`src/rtl/serial_tx_pkg.sv`:
```
package serial_tx_pkg;
  typedef enum logic [2:0] {
    FR_NONE,
    FR_MARK,
    FR_IDLE,
    FR_BREAK,
    FR_DATA
  } frame_kind_e;
endpackage

```
`src/rtl/stx_hold.sv`:
```
module stx_hold #(
  parameter int DATA_W = 8
) (
  input  logic              clk,
  input  logic              rst_n,
  input  logic              wr_stb,
  input  logic [DATA_W-1:0] wr_data,
  input  logic              take,
  input  logic              flush,
  output logic              full,
  output logic [DATA_W-1:0] data
);
  logic full_n;

  always_comb begin
    full_n = full;
    if (take)   full_n = 1'b0;
    if (wr_stb) full_n = 1'b1;
    if (flush)  full_n = 1'b0;
  end

  always_ff @(posedge clk or negedge rst_n) begin
    if (!rst_n) begin
      full <= 1'b0;
    end else begin
      full <= full_n;
    end
  end

  always_ff @(posedge clk or negedge rst_n) begin
    if (!rst_n) begin
      data <= '0;
    end else if (wr_stb) begin
      data <= wr_data;
    end
  end
endmodule

```
`src/rtl/stx_shift.sv`:
```
module stx_shift #(
  parameter int FRAME_W = 10,
  parameter int CNT_W   = 4
) (
  input  logic               clk,
  input  logic               rst_n,
  input  logic               tick,
  input  logic               load,
  input  logic [FRAME_W-1:0] load_word,
  input  logic [CNT_W-1:0]   load_cnt,
  output logic               busy,
  output logic               last,
  output logic               line
);
  logic [FRAME_W-1:0] sh, sh_n;
  logic [CNT_W-1:0]   cnt, cnt_n;
  logic               busy_n;
  logic               adv;

  assign last = busy && (cnt == CNT_W'(FRAME_W - 1));
  assign line = busy ? sh[0] : 1'b1;
  assign adv  = load || (tick && busy);

  always_comb begin
    sh_n   = sh;
    cnt_n  = cnt;
    busy_n = busy;
    if (load) begin
      sh_n   = load_word;
      cnt_n  = load_cnt;
      busy_n = 1'b1;
    end else if (tick && busy) begin
      if (last) begin
        busy_n = 1'b0;
      end else begin
        cnt_n = cnt + 1'b1;
        sh_n  = {1'b1, sh[FRAME_W-1:1]};
      end
    end
  end

  always_ff @(posedge clk or negedge rst_n) begin
    if (!rst_n) begin
      sh   <= '1;
      cnt  <= '0;
      busy <= 1'b0;
    end else if (adv) begin
      sh   <= sh_n;
      cnt  <= cnt_n;
      busy <= busy_n;
    end
  end
endmodule

```
`src/rtl/stx_ctrl.sv`:
```
module stx_ctrl
  import serial_tx_pkg::*;
#(
  parameter int DATA_W  = 8,
  parameter int FRAME_W = 10,
  parameter int CNT_W   = 4
) (
  input  logic               clk,
  input  logic               rst_n,
  input  logic               tick,
  input  logic               tx_en,
  input  logic               brk_req,
  input  logic               wr_stb,
  input  logic               stat_rd,
  input  logic               buf_full,
  input  logic [DATA_W-1:0]  buf_data,
  input  logic               busy,
  input  logic               last,
  output logic               load,
  output logic [FRAME_W-1:0] load_word,
  output logic [CNT_W-1:0]   load_cnt,
  output logic               take,
  output logic               flush,
  output logic               tc,
  output logic               oe
);
  frame_kind_e kind;
  logic bnd;
  logic en_q, brq_q, pre_pend, brk_pend, after_brk, rd_seen;
  logic pre_n, brkp_n, after_n, tc_n, rd_n;

  assign bnd = tick && (!busy || last);

  // frame choice at a boundary, highest priority first
  always_comb begin
    kind = FR_NONE;
    if (bnd) begin
      if (tx_en && (brk_pend || brk_req)) kind = FR_BREAK;
      else if (after_brk)                 kind = FR_MARK;
      else if (pre_pend)                  kind = FR_IDLE;
      else if (tx_en && buf_full)         kind = FR_DATA;
      else                                kind = FR_NONE;
    end
  end

  always_comb begin
    load_cnt = '0;
    case (kind)
      FR_BREAK: load_word = '0;
      FR_DATA:  load_word = {1'b1, buf_data, 1'b0};
      FR_MARK: begin
        load_word = '1;
        load_cnt  = CNT_W'(FRAME_W - 1);
      end
      default:  load_word = '1;
    endcase
  end

  assign load  = (kind != FR_NONE);
  assign take  = (kind == FR_DATA);
  assign flush = !tx_en && !busy && !pre_pend && !after_brk;
  assign oe    = tx_en || busy || pre_pend || after_brk;

  always_comb begin
    pre_n = pre_pend;
    if (kind == FR_IDLE)    pre_n = 1'b0;
    if (tx_en && !en_q)     pre_n = 1'b1;

    brkp_n = brk_pend;
    if (tx_en && brk_req && !brq_q && (kind != FR_BREAK)) brkp_n = 1'b1;
    else if ((kind == FR_BREAK) || !tx_en)               brkp_n = 1'b0;

    after_n = after_brk;
    if (kind == FR_BREAK) after_n = 1'b1;
    else if (load)        after_n = 1'b0;

    tc_n = tc;
    if (tick && last && (kind == FR_NONE)) tc_n = 1'b1;
    else if (wr_stb && rd_seen)            tc_n = 1'b0;

    rd_n = rd_seen;
    if (wr_stb)             rd_n = 1'b0;
    else if (stat_rd && tc) rd_n = 1'b1;
  end

  always_ff @(posedge clk or negedge rst_n) begin
    if (!rst_n) begin
      en_q      <= 1'b0;
      brq_q     <= 1'b0;
      pre_pend  <= 1'b0;
      brk_pend  <= 1'b0;
      after_brk <= 1'b0;
      tc        <= 1'b1;
      rd_seen   <= 1'b0;
    end else begin
      en_q      <= tx_en;
      brq_q     <= brk_req;
      pre_pend  <= pre_n;
      brk_pend  <= brkp_n;
      after_brk <= after_n;
      tc        <= tc_n;
      rd_seen   <= rd_n;
    end
  end
endmodule

```
`src/rtl/serial_tx_seq.sv`:
```
module serial_tx_seq #(
  parameter int DATA_W = 8
) (
  input  logic              clk,
  input  logic              rst_n,
  input  logic              bit_tick,
  input  logic              tx_en,
  input  logic              brk_req,
  input  logic              tdre_ie,
  input  logic              tc_ie,
  input  logic              wr_stb,
  input  logic [DATA_W-1:0] wr_data,
  input  logic              stat_rd,
  output logic              txd,
  output logic              txd_oe,
  output logic              tdre,
  output logic              tc,
  output logic              irq_tdre,
  output logic              irq_tc
);
  localparam int FRAME_W = DATA_W + 2;
  localparam int CNT_W   = $clog2(FRAME_W);

  logic               buf_full, take, flush, load, busy, last;
  logic [DATA_W-1:0]  buf_data;
  logic [FRAME_W-1:0] load_word;
  logic [CNT_W-1:0]   load_cnt;

  stx_hold #(.DATA_W(DATA_W)) i_hold (
    .clk(clk), .rst_n(rst_n), .wr_stb(wr_stb), .wr_data(wr_data),
    .take(take), .flush(flush), .full(buf_full), .data(buf_data)
  );

  stx_ctrl #(.DATA_W(DATA_W), .FRAME_W(FRAME_W), .CNT_W(CNT_W)) i_ctrl (
    .clk(clk), .rst_n(rst_n), .tick(bit_tick), .tx_en(tx_en),
    .brk_req(brk_req), .wr_stb(wr_stb), .stat_rd(stat_rd),
    .buf_full(buf_full), .buf_data(buf_data), .busy(busy), .last(last),
    .load(load), .load_word(load_word), .load_cnt(load_cnt),
    .take(take), .flush(flush), .tc(tc), .oe(txd_oe)
  );

  stx_shift #(.FRAME_W(FRAME_W), .CNT_W(CNT_W)) i_shift (
    .clk(clk), .rst_n(rst_n), .tick(bit_tick), .load(load),
    .load_word(load_word), .load_cnt(load_cnt),
    .busy(busy), .last(last), .line(txd)
  );

  assign tdre     = !buf_full;
  assign irq_tdre = tdre && tdre_ie;
  assign irq_tc   = tc && tc_ie;
endmodule

```
`config.mk`:
```
export PLATFORM = sky130hd
export DESIGN_NAME = serial_tx_seq
export DESIGN_NICKNAME = d
export VERILOG_FILES = /design/src/rtl/serial_tx_pkg.sv /design/src/rtl/stx_hold.sv /design/src/rtl/stx_shift.sv /design/src/rtl/stx_ctrl.sv /design/src/rtl/serial_tx_seq.sv
export SDC_FILE = /design/constraint.sdc
export NUM_CORES = 1
export LEC_CHECK = 0
export ABC_AREA = 1
export BUFFER_PORTS_ARGS = -buffer_cell sky130_fd_sc_hd__buf_4
export CAP_MARGIN = 20
export CORE_AREA = 2 2 55 67
export CTS_BUF_LIST = sky130_fd_sc_hd__clkbuf_8 sky130_fd_sc_hd__clkbuf_16
export CTS_CLUSTER_DIAMETER = 40
export CTS_CLUSTER_SIZE = 24
export DETAILED_ROUTE_END_ITERATION = 8
export DIE_AREA = 0 0 57 69
export PLACE_DENSITY = 0.71
export SLEW_MARGIN = 10
export SYNTH_ARGS = -nofsm -noshare
export SYNTH_HDL_FRONTEND = slang
export SYNTH_SLANG_ARGS = --single-unit
```
`constraint.sdc`:
```
create_clock -name clk -period 1.8 [get_ports clk]
set_clock_uncertainty 0.1 [all_clocks]
set_input_delay 0.36 -clock clk [delete_from_list [all_inputs] [get_ports clk]]
set_output_delay 0.36 -clock clk [all_outputs]
set_load 0.05 [all_outputs]
```
==> metrics.txt, run 1 <==
CP Cell Sequence inv_2, ha_4, nand3_4, a21oi_4, nand2_4, buf_12, o21ai_0, nand2_1, nand3_1; n_diodes 0; CTS Buffer Depth 2; antenna violations before repair 0; leak pwr 1.102 nW; Crit Path Max Fanout 7; Setup WS pre-CTS 0.6406 ps; min cycle time layout 1707 ps; worst skew pair latency 280 ps; number of global-route vias before repair 1339; Largest register FFs 10; largest net degree at the start of global routing 32; mean post-synth cell area 8.225 sq um; hold slack 118.6 ps; maximum vdd drop 1.042 mV; DRT iter0 DRCs 42; cts bufs inserted 5; Syn Std Cell Area 1563 sq um; CP endpoint kind register; worst flop-to-flop path startpoint i_shift.cnt[1]; P&R area growth vs syn 32.03%; Initial Utilization 0.4764; DP Area 1841 sq um; Worst setup SP type register; Routability Congestion 0.8042; Worst EP required 1920 ps; Area contributors post-synth dfrtp_1 (32%), dfstp_2 (18%), nand2_1 (18%); # setup viols final 0; Syn Nets 209; arrival time worst endpoint 1830 ps; Slew HR 0.7426; slowest cell on the critical path dfrtp_1; total global-route track usage 0.1934; Die Width 57 um; CTS Sinks 31; IO Port Bufs 22; Non-Filler Instances 271; number of nets with antenna violations after routing 0; Yosys cell types 28; Synth top area share 0.3203; period utilisation layout 0.9483; first-pass GRT wire length 5.823 mm; Synth Warn # 0; design area 2063 sq um; synthesized instance count 190; final-stage net count 252; PwrDens 1425 nW/um^2; overall power 2.940 mW; Core Util, Final 0.6289; Hold Startpoint brk_req; WS Path Type reg2reg; Detail Placement HPWL 2.332 mm; io pins 23; DRT Pass-1 Iters 4; Seq/Total Area, Yosys 0.5052; Site Rows 23; maxcap violations 0; final wirelength 3.348 mm; CP startpoint i_shift.cnt[1]; routed vias 1325; GRT overflow 0; fmax 585.9 MHz; Reg with most FFs i_shift.sh; flops & latches, synth 31; CTS root buf clkbuf_8; Worst Slack Setup Final 93.09 ps; max incr delay on CP 390 ps; CTS tree yes; worst path bufs/invs 2; register area 789.5 sq um; area taken by multi-input logic gates 683.2 sq um; clk slew on worst S/H paths 60 ps; Routed wire per std cell 12.35 um; layout cells sized above 1 0.2949; post-synth top area cell dfrtp_1; H-tree levels 2; DRC Markers 0; worst hold path class in2reg; die area 3933 sq um; Vias/cell 4.889; worst-margin pin slew 386.1 ps; Final Slew Violations 0; status finished, final reports clean; # fillers 278; TNS Setup 0 ps; Final Hold Fails 0; Crit path max-delay family flip-flops; largest registers i_shift.sh (10), i_hold.data (8), i_shift.cnt (4); Core Area 3281 sq um; Cell Count Post-Placement 255; Die Y 69 um
[cell usage after synthesis]
| cell type | n |
|---|---|
| nand3_2 | 2 |
| o21ai_4 | 1 |
| buf_4 | 1 |
| or2_2 | 1 |
| dfstp_2 | 11 |
| a21oi_1 | 1 |
| o211ai_1 | 3 |
| a211oi_1 | 1 |
| xnor2_1 | 1 |
| a21oi_4 | 1 |
| inv_2 | 1 |
| a21boi_0 | 1 |
| clkbuf_1 | 1 |
| nand3b_1 | 1 |
| o21ai_2 | 1 |
| o21ai_0 | 15 |
| nor2_1 | 7 |
| nand2_1 | 75 |
| o22ai_1 | 1 |
| xor2_1 | 1 |
| nand3_4 | 1 |
| nand3_1 | 14 |
| buf_6 | 2 |
| nor3_1 | 1 |
| ha_1 | 2 |
| dfrtp_1 | 20 |
| inv_1 | 22 |
| nand2_4 | 1 |
[metal layers]
metal,GRT usage,vias up,share of wire
li1,-,686,-
met4,0.08010,0,0.011
met5,0,-,0
met3,0.06191,2,0.033
met2,0.3231,33,0.52
met1,0.2248,604,0.44
[placed cells by master, fill, tap and decap left out, drive strengths merged]
| master | instances |
|---|---|
| a21oi | 2 |
| xor2 | 1 |
| a211oi | 1 |
| xnor2 | 1 |
| nand3 | 17 |
| nor3 | 1 |
| a21boi | 1 |
| nor2 | 7 |
| or2 | 1 |
| dfstp | 11 |
| dlygate4sd3 | 1 |
| o21ai | 17 |
| clkbuf | 7 |
| nand2 | 76 |
| nand3b | 1 |
| buf | 39 |
| dfrtp | 20 |
| ha | 2 |
| o22ai | 1 |
| o211ai | 3 |
| inv | 24 |
[where the power goes]
group          switching [mW]  internal [mW]  total, mW
Clock                   0.242          0.343      0.585
Sequential              0.144          0.995       1.14
Combinational           0.706          0.509       1.22
Total                    1.09           1.85       2.94
[worst reg2reg max path, cell delays in order, from the launching register on]
cell and delay [ps]:
dfrtp_1 390, inv_2 80, ha_4 130, nand3_4 70, a21oi_4 240, nand2_4 150, buf_12 170, o21ai_0 140
nand2_1 80, nand3_1 80
[cell families (layout without fill, tap and decap cells)]
family / Yosys count / count (layout) / synth area share
and+or+nand+nor: 103 / 103 / 0.2850
DFF: 31 / 31 / 0.5052
buffers and inverters: 27 / 71 / 0.07686
AOI/OAI and AO/OA: 25 / 25 / 0.1057
adders and majority gates: 2 / 2 / 0.01601
xor gates and xnor gates: 2 / 2 / 0.01121
[final cells by class]
type | count | share of cell area
repair buffers | 40 | 0.1722
well taps | 37 | 0.02244
inverters | 23 | 0.04306
clock buffers | 7 | 0.04669
multi-input cells | 132 | 0.3311
flip-flops and latches | 31 | 0.3827
clock inverters | 1 | 0.001819
[path summary, 6_finish.rpt]
check	endpoint	cells past startpoint	slack, ps
setup / recovery	i_shift.sh[5]	9	90
hold / removal	i_ctrl.brq_q	1	120
setup reg to reg	i_shift.sh[5]	9	90
hold reg to reg	i_ctrl.pre_pend	1	310
max in group asynchronous	i_shift.sh[9]	2	820
min in group asynchronous	i_ctrl.pre_pend	2	440
[repair_timing]
item	in CTS	in global routing
hold buffers	1	0
gates resized for setup	2	10
setup buffers	4	2
endpoints found under the setup margin	3	13
pin swaps	3	1
endpoints found under the hold margin	20	0
cloned	1	0
(Power assumes the default switching activity.)
==> run 2, diff against run 1 <==
- SETUP_SLACK_MARGIN: default -> 0.1
==> run 2 against run 1 <==
Fmax increased by 2.4%. First-iteration DRC count increased by 17%. Final cell count increased by 1.8%. Largest cell class unchanged.
==> metrics.txt, run 2 (same netlist as run 1, synthesis figures left out) <==
status finished, final reports clean; Routed wire per std cell 13.37 um; Initial Utilization 0.4764; Worst EP required 1930 ps; GRT overflow 0; CTS tree yes; max incr delay on CP 420 ps; Site Rows 23; maximum vdd drop 0.9608 mV; most frequent cells in the layout nand2_1 (70), buf_4 (35), inv_1 (20), dfrtp_1 (20); IO Port Bufs 22; # fillers 268; H-tree levels 2; clk slew on worst S/H paths 60 ps; period utilisation layout 0.9265; worst-margin pin slew 387.8 ps; Die Y 69 um; commonest non-fill, non-tap cell in the layout nand2_1; Reg with most FFs i_shift.sh; routed vias 1413; WS Path Type reg2reg; Largest register FFs 10; Routability Congestion 0.8014; Vias/cell 5.120; CP Cell Sequence o21ai_4, nand2_2, o21ai_4, buf_2, nand3_1, nand2_1, nand2_1, nand2_1; antenna violations before repair 0; Die Width 57 um; CTS Buffer Depth 2; P&R area growth vs syn 38.03%; RSZ-0062 raised after global routing true; largest registers i_shift.sh (10), i_hold.data (8), i_shift.cnt (4); arrival time worst endpoint 1800 ps; CTS Sinks 31; area taken by multi-input logic gates 738.2 sq um; Detail Placement HPWL 2.405 mm; CTS root buf clkbuf_8; worst skew pair latency 290 ps; Final Hold Fails 0; Final Slew Violations 0; CP dominant cell by count nand2_1; min cycle time layout 1668 ps; register area 789.5 sq um; Worst Reg2Reg Path Length in Cells 8; n_diodes 0; total global-route track usage 0.2077; CP endpoint kind register; number of nets with antenna violations after routing 0; # setup viols final 0; DRT Pass-1 Iters 4; hold slack 114.7 ps; final wirelength 3.691 mm; cts bufs inserted 5; Worst setup SP type register; DRT iter0 DRCs 49; worst hold path class in2reg; largest net degree at the start of global routing 32; Core Area 3281 sq um; leak pwr 1.126 nW; DRC Markers 0; maxcap violations 0; Slew HR 0.7414; first-pass GRT wire length 6.368 mm; final-stage net count 257; slowest cell on the critical path dfrtp_1; io pins 23; fmax 599.7 MHz; Crit Path Max Fanout 6; PwrDens 1486 nW/um^2; WHS Path Cells 1; layout cells sized above 1 0.3682; number of global-route vias before repair 1450; Core Util, Final 0.6575; die area 3933 sq um
## run 2: cell count changes in the layout (fill, tap and decap cells not counted), sizes merged
cell,delta
inv,-1
clkbuf,-1
buf,+5
clkinv,+1
bufinv,+1
## run 2: worst paths after layout
kind                                 startpoint  slack, ps               to
max in group asynchronous                 rst_n        840    i_shift.sh[9]
min in group asynchronous                 rst_n        430  i_ctrl.brk_pend
worst min-delay path                    brk_req        110     i_ctrl.brq_q
worst max-delay path            i_ctrl.brk_pend        130    i_shift.sh[3]
worst min register to register      i_ctrl.en_q        330  i_ctrl.pre_pend
worst max register to register  i_ctrl.brk_pend        130    i_shift.sh[3]
## run 2: metal layers
layer	share of wire	wire, um	global-route usage
met5	0	0	0
met2	0.52	1922	0.3410
met4	0.018	65	0.08269
met1	0.43	1578	0.2543
met3	0.034	125	0.05816
## run 2: what timing repair did
item / 4_1_cts / 5_1_grt
setup endpoints to repair: 20 / 20
cloned: 0 / 1
hold buffers: 1 / 0
pin swaps: 3 / 8
gates resized for setup: 11 / 25
endpoints found under the hold margin: 20 / 0
buffers inserted: 6 / 1
## run 2: cell type report
cell class,count,area share
clock buffer,6,0.03828
clock inverter,2,0.01624
inverter,23,0.04118
multi-input combinational,132,0.3422
sequential,31,0.3660
tap,37,0.02146
timing repair buffer,45,0.1746
## run 2: critical path: cells and delay by family, from the launching register on
| family | cells | cell delay [ps] |
|---|---|---|
| AO/OA/AOI/OAI | 2 | 470 |
| flip-flops | 1 | 420 |
| AND/OR/NAND/NOR | 5 | 410 |
| buffers and inverters | 1 | 220 |
## run 2: through the flow
stage                     std cells  TNS, ps  setup slack, ps  cell area (sq um)  power (mW)
after floorplan                 190        0            76.22               1563       1.875
after global placement          260        0            25.23               1853       2.214
after detailed placement        260   -81.57           -61.89               1853       2.237
after CTS                       275        0            132.6               2083       3.086
after global routing            276        0            28.71               2157       3.438
final                           276        0            132.4               2157       3.205
## run 2: power breakdown
group          internal [mW]  switching (mW)  total, mW
sequential             0.995           0.150       1.14
clock                  0.447           0.266      0.713
combinational          0.582           0.765       1.35
total                   2.02            1.18       3.20
